[config.mk]
export PLATFORM = sky130hd
export DESIGN_NAME = bus_hold_ready_ctrl
export DESIGN_NICKNAME = d
export VERILOG_FILES = /design/src/rtl/bhr_pkg.sv /design/src/rtl/bhr_sync.sv /design/src/rtl/bhr_phase.sv /design/src/rtl/bhr_hold_fsm.sv /design/src/rtl/bhr_clkpin.sv /design/src/rtl/bus_hold_ready_ctrl.sv
export SDC_FILE = /design/constraint.sdc
export NUM_CORES = 1
export LEC_CHECK = 0
export BUFFER_PORTS_ARGS = -buffer_cell sky130_fd_sc_hd__buf_2
export CORE_AREA = 2 2 39 41
export CTS_BUF_LIST = sky130_fd_sc_hd__clkbuf_8
export CTS_CLUSTER_SIZE = 28
export DETAILED_ROUTE_END_ITERATION = 8
export DIE_AREA = 0 0 41 43
export PLACE_DENSITY_LB_ADDON = 0.08
export SYNTH_ARGS = -nofsm -noshare
export SYNTH_HDL_FRONTEND = slang
export SYNTH_SLANG_ARGS = --single-unit
[constraint.sdc]
create_clock -name clk -period 1.8 [get_ports clk]
set_input_delay 0.45 -clock clk [delete_from_list [all_inputs] [get_ports clk]]
set_output_delay 0.45 -clock clk [all_outputs]
set_load 0.02 [all_outputs]
[src/rtl/bhr_pkg.sv]
package bhr_pkg;
  typedef enum logic [1:0] {
    HS_RUN     = 2'd0,
    HS_ACKED   = 2'd1,
    HS_HELD    = 2'd2,
    HS_RELEASE = 2'd3
  } hold_state_e;
endpackage

[src/rtl/bhr_sync.sv]
module bhr_sync #(
  parameter int STAGES = 2,
  parameter logic RESET_VAL = 1'b1
) (
  input  logic clk,
  input  logic rst_n,
  input  logic d_i,
  output logic q_o
);
  logic [STAGES-1:0] chain_q;

  for (genvar s = 0; s < STAGES; s++) begin : g_stage
    always_ff @(posedge clk or negedge rst_n) begin
      if (!rst_n) chain_q[s] <= RESET_VAL;
      else if (s == 0) chain_q[s] <= d_i;
      else chain_q[s] <= chain_q[(s == 0) ? 0 : s-1];
    end
  end

  assign q_o = chain_q[STAGES-1];
endmodule

[src/rtl/bhr_phase.sv]
module bhr_phase (
  input  logic clk,
  input  logic rst_n,
  input  logic ce_i,
  input  logic rdy_n_i,
  output logic phi_o,
  output logic phi_fall_o,
  output logic free_clk_o
);
  logic phi_q, free_q;

  always_ff @(posedge clk or negedge rst_n) begin
    if (!rst_n) begin
      phi_q  <= 1'b0;
      free_q <= 1'b0;
    end else if (ce_i) begin
      free_q <= ~free_q;
      // stall only in the low phase
      if (phi_q || rdy_n_i) phi_q <= ~phi_q;
    end
  end

  assign phi_o      = phi_q;
  assign phi_fall_o = ce_i & phi_q;
  assign free_clk_o = free_q;
endmodule

[src/rtl/bhr_hold_fsm.sv]
module bhr_hold_fsm
  import bhr_pkg::*;
(
  input  logic clk,
  input  logic rst_n,
  input  logic phi_fall_i,
  input  logic req_i,
  input  logic busy_i,
  output logic hlda_n_o,
  output logic bus_oe_o,
  output logic bus_go_o
);
  hold_state_e st_q, st_d;

  always_comb begin
    st_d = st_q;
    if (phi_fall_i) begin
      unique case (st_q)
        HS_RUN:     if (req_i && !busy_i) st_d = HS_ACKED;
        HS_ACKED:   st_d = HS_HELD;
        HS_HELD:    if (!req_i) st_d = HS_RELEASE;
        HS_RELEASE: st_d = HS_RUN;
        default:    st_d = HS_RUN;
      endcase
    end
  end

  always_ff @(posedge clk or negedge rst_n) begin
    if (!rst_n) st_q <= HS_RUN;
    else st_q <= st_d;
  end

  assign hlda_n_o = !(st_q == HS_ACKED || st_q == HS_HELD);
  assign bus_oe_o = (st_q == HS_RUN) || (st_q == HS_ACKED);
  assign bus_go_o = (st_q == HS_RUN);
endmodule

[src/rtl/bhr_clkpin.sv]
module bhr_clkpin (
  input  logic free_clk_i,
  input  logic out_dis_i,
  input  logic port_dir_i,
  input  logic port_latch_i,
  output logic pin_o,
  output logic pin_oe_o
);
  always_comb begin
    if (out_dis_i) begin
      pin_o    = port_latch_i;
      pin_oe_o = port_dir_i;
    end else begin
      pin_o    = free_clk_i;
      pin_oe_o = 1'b1;
    end
  end
endmodule

[src/rtl/bus_hold_ready_ctrl.sv]
module bus_hold_ready_ctrl #(
  parameter int SYNC_STAGES = 2
) (
  input  logic clk,
  input  logic rst_n,
  input  logic ce_i,
  input  logic rdy_n_i,
  input  logic hold_req_n_i,
  input  logic bus_busy_i,
  input  logic out_dis_i,
  input  logic port_dir_i,
  input  logic port_latch_i,
  output logic phi_o,
  output logic hlda_n_o,
  output logic bus_oe_o,
  output logic bus_go_o,
  output logic clkpin_o,
  output logic clkpin_oe_o
);
  logic req_n_s, phi_fall, free_clk;

  bhr_sync #(.STAGES(SYNC_STAGES), .RESET_VAL(1'b1)) u_sync (
    .clk(clk), .rst_n(rst_n), .d_i(hold_req_n_i), .q_o(req_n_s)
  );

  bhr_phase u_phase (
    .clk(clk), .rst_n(rst_n), .ce_i(ce_i), .rdy_n_i(rdy_n_i),
    .phi_o(phi_o), .phi_fall_o(phi_fall), .free_clk_o(free_clk)
  );

  bhr_hold_fsm u_hold (
    .clk(clk), .rst_n(rst_n), .phi_fall_i(phi_fall), .req_i(!req_n_s),
    .busy_i(bus_busy_i), .hlda_n_o(hlda_n_o), .bus_oe_o(bus_oe_o),
    .bus_go_o(bus_go_o)
  );

  bhr_clkpin u_pin (
    .free_clk_i(free_clk), .out_dis_i(out_dis_i), .port_dir_i(port_dir_i),
    .port_latch_i(port_latch_i), .pin_o(clkpin_o), .pin_oe_o(clkpin_oe_o)
  );
endmodule

==> reports/qor.yml <==
status:
  status: "finished clean"
power:
  swShare_pct: 39.1
  p_per_area_nw_per_um2: 1680
  p_switching_mw: 0.303
  irDropWorstVdd_mv: 0.586
  clock_power_share_pct: 26.5
  p_int_mw: 0.472
  pwr-share-comb_pct: 47.1
  power_leakage_nw: 0.244
  p_seq_share_pct: 26.4
sta:
  rsz0062_at_grt: "false"
  skew_ns: 0.00849
  finalHoldViolations: 0
  setup_violations: 0
  tns_ns: 0
  worst_pin_slew_ns: 0.247
  maxSlewViolCount: 0
  slew_headroom_pct: 83.5
  fmax_ghz: 0.583
  finalCritPeriodShare_pct: 95.3
  final.min_clock_period_ns: 1.72
worst_setup_path:
  r2r_slack_ns: 0.52
  timing.rr.end: "u_hold.st_q[0]"
  crit_path_start: "u_hold.st_q[0]"
  cp_cell_sequence: "inv_2 > ha_4 > or2_2 > buf_4"
  critPathCapture: "bus_oe_o"
  reg2reg_depth: 5
  cp-end-kind: "primary output"
  critical-path-slowest-cell: "dfrtp_1"
  critPathRequiredTime_ns: 1.35
  cp-start-kind: "register"
  rr_startpoint: "u_hold.st_q[0]"
  critical_path_class: "reg -> out"
  arrival_ns: 1.27
  crit_fanout: 4
  cp_slowest_stage_delay_ns: 0.35
clock_network:
  htree_levels: 1
  clkTransAtPathRegs_ns: 0.04
  cts_root_buf: "clkbuf_8"
  post_cts_buffers: 0
  cts_tree: "built"
  clock_path_buffers: 2
  cts_buffers: 3
  worstSkewPairLatency_ns: 0.22
  clkSinkCount: 6
floorplan:
  core_area_um2: 1380
  start_util_pct: 22.5
  std_cell_rows: 14
  die_w_um: 41
  chipHeight_um: 43
  die-area_um2: 1760
  io_pins: 15
global_routing:
  grt_use_total_pct: 9.51
  grt_max_degree: 7
  antenna_found_initial: 0
  grt_pass1_wl_um: 1060
  overflow: 0
  first_global_vias: 263
logic_synthesis:
  ys_seq_area_share_pct: 49.0
  syn_inst: 25
  ys_warn_count: 0
  synth_nets: 38
  synth_edf_count: 0
  synth_area_leaders: "dfrtp_1 32%, dfstp_2 17%, ha_1 16%"
  synth-seq-cells: 6
  synth_area_um2: 312
  ys_async_sr_fraction_pct: 100
  syn_avg_cell_area_um2: 12.5
  yosys-top-cells-count: "4 x dfrtp_1, 4 x ha_1, 4 x inv_1"
  yosys.area.top_type: "dfrtp_1"
  yosys_most_used_dff: "dfrtp_1"
  synth_top_area_share_pct: 32.1
  yosysUniqueCellTypes: 13
final_layout:
  fillers: 149
  final_nets: 57
  drive_above_1_share_pct: 60.5
  fin_area_um2: 462
  diodes: 0
  area_growth_pct: 48.2
place:
  dp_hpwl_um: 528
  io_buffers: 14
  gp_congestion: 0.651
  placed_area_um2: 402
job:
  cap_violations: 0
detailed_routing:
  antenna_left: 0
  via_per_inst: 4.19
  drt_first_pass_iters: 1
  drc_errors: 0
  detail_route.iter0.violations: 0
  wl_per_cell_um: 10.3
  dr_total_vias: 247
  drt-total-wl_um: 609
worst_hold_path:
  hp-class: "in -> async"
## state kept, by name (all words and copies together), names as in the netlist
| signal | cells |
|---|---|
| u_phase.free_clk_o | 1 |
| u_phase.phi_o | 1 |
| u_hold.st_q | 2 |
| u_sync.q_o | 1 |
| u_sync.chain_q | 1 |
## how the worst min path moves through the flow
stage	to	slack (ns)	from
after floorplan	u_hold.st_q[0]	0.15	rst_n
after global placement	u_phase.free_clk_o	0.28	rst_n
after detailed placement	u_phase.free_clk_o	0.28	rst_n
after CTS	u_phase.free_clk_o	0.04	rst_n
after global routing	u_hold.st_q[1]	0.04	rst_n
final	u_phase.free_clk_o	0.04	rst_n
## stage by stage
step / util (%) / setup slack (ns) / instances / hold slack, ns / power (mW)
2_1_floorplan: - / 0.276 / 25 / 0.154 / 0.433
3_3_place_gp: 29.0 / 0.275 / 55 / 0.283 / 0.525
3_5_place_dp: 29.0 / 0.225 / 55 / 0.282 / 0.542
4_1_cts: 32.5 / 0.0261 / 59 / 0.0412 / 0.757
5_1_grt: 33.4 / 0.0254 / 59 / 0.0402 / 0.847
6_report: 33.4 / 0.0839 / 59 / 0.0401 / 0.775
## power by group through the flow
stage,Clock [mW],Sequential [mW],Combinational (mW)
final,0.206,0.205,0.365
after global routing,0.223,0.211,0.413
after CTS,0.213,0.202,0.343
after detailed placement,0,0.203,0.339
after global placement,0,0.202,0.324
after floorplan,0,0.200,0.232
## cells by family (layout without fill, tap and decap cells)
| group | Yosys count | in the layout | share of synthesized area (%) |
|---|---|---|---|
| fa+ha+maj | 4 | 4 | 16.1 |
| flops | 6 | 6 | 49.0 |
| buf+inv | 4 | 22 | 4.82 |
| xor+xnor | 1 | 1 | 2.81 |
| compound gates | 2 | 2 | 7.63 |
| mux | 4 | 4 | 13.3 |
| simple gates | 4 | 4 | 6.43 |
## worst max-delay path: cells and delay by family (launching register included)
family        cells  cell delay [ns]
simple gates      1             0.29
buf+inv           2             0.23
fa+ha+maj         1             0.17
flops             1             0.35
## timing repair
action,4_1_cts,5_1_grt
resized for setup,1,4
endpoints found under the setup margin,1,1
hold buffers,0,0
endpoints found under the hold margin,0,0
## per-layer routing
metal  up-vias  global-route usage [%]  routed length [µm]
met4         0                    6.00                   7
met5         -                       0                   0
li1        118                       -                   -
met1       117                    9.90                 217
met2        10                    14.4                 339
met3         2                    4.71                  45
## placed cells by master (no fill, tap or decap), drive strengths merged
| cell type | n |
|---|---|
| ha | 4 |
| dfstp | 2 |
| or2 | 1 |
| mux2i | 3 |
| nand2b | 1 |
| xor2 | 1 |
| nand2 | 1 |
| nor2 | 1 |
| o2111ai | 1 |
| inv | 5 |
| buf | 14 |
| clkbuf | 3 |
| o21ai | 1 |
| mux2 | 1 |
| dfrtp | 4 |
## area by class of cell
class,count,area (µm²),area share [%]
Multi-Input combinational cell,15,156,33.9
Sequential cell,6,153,33.1
Timing Repair Buffer,14,72.6,15.7
Clock buffer,3,41.3,8.94
Tap cell,16,20.0,4.34
Inverter,4,15.0,3.25
Clock inverter,1,3.75,0.813
Power figures use the tool's default switching activity.
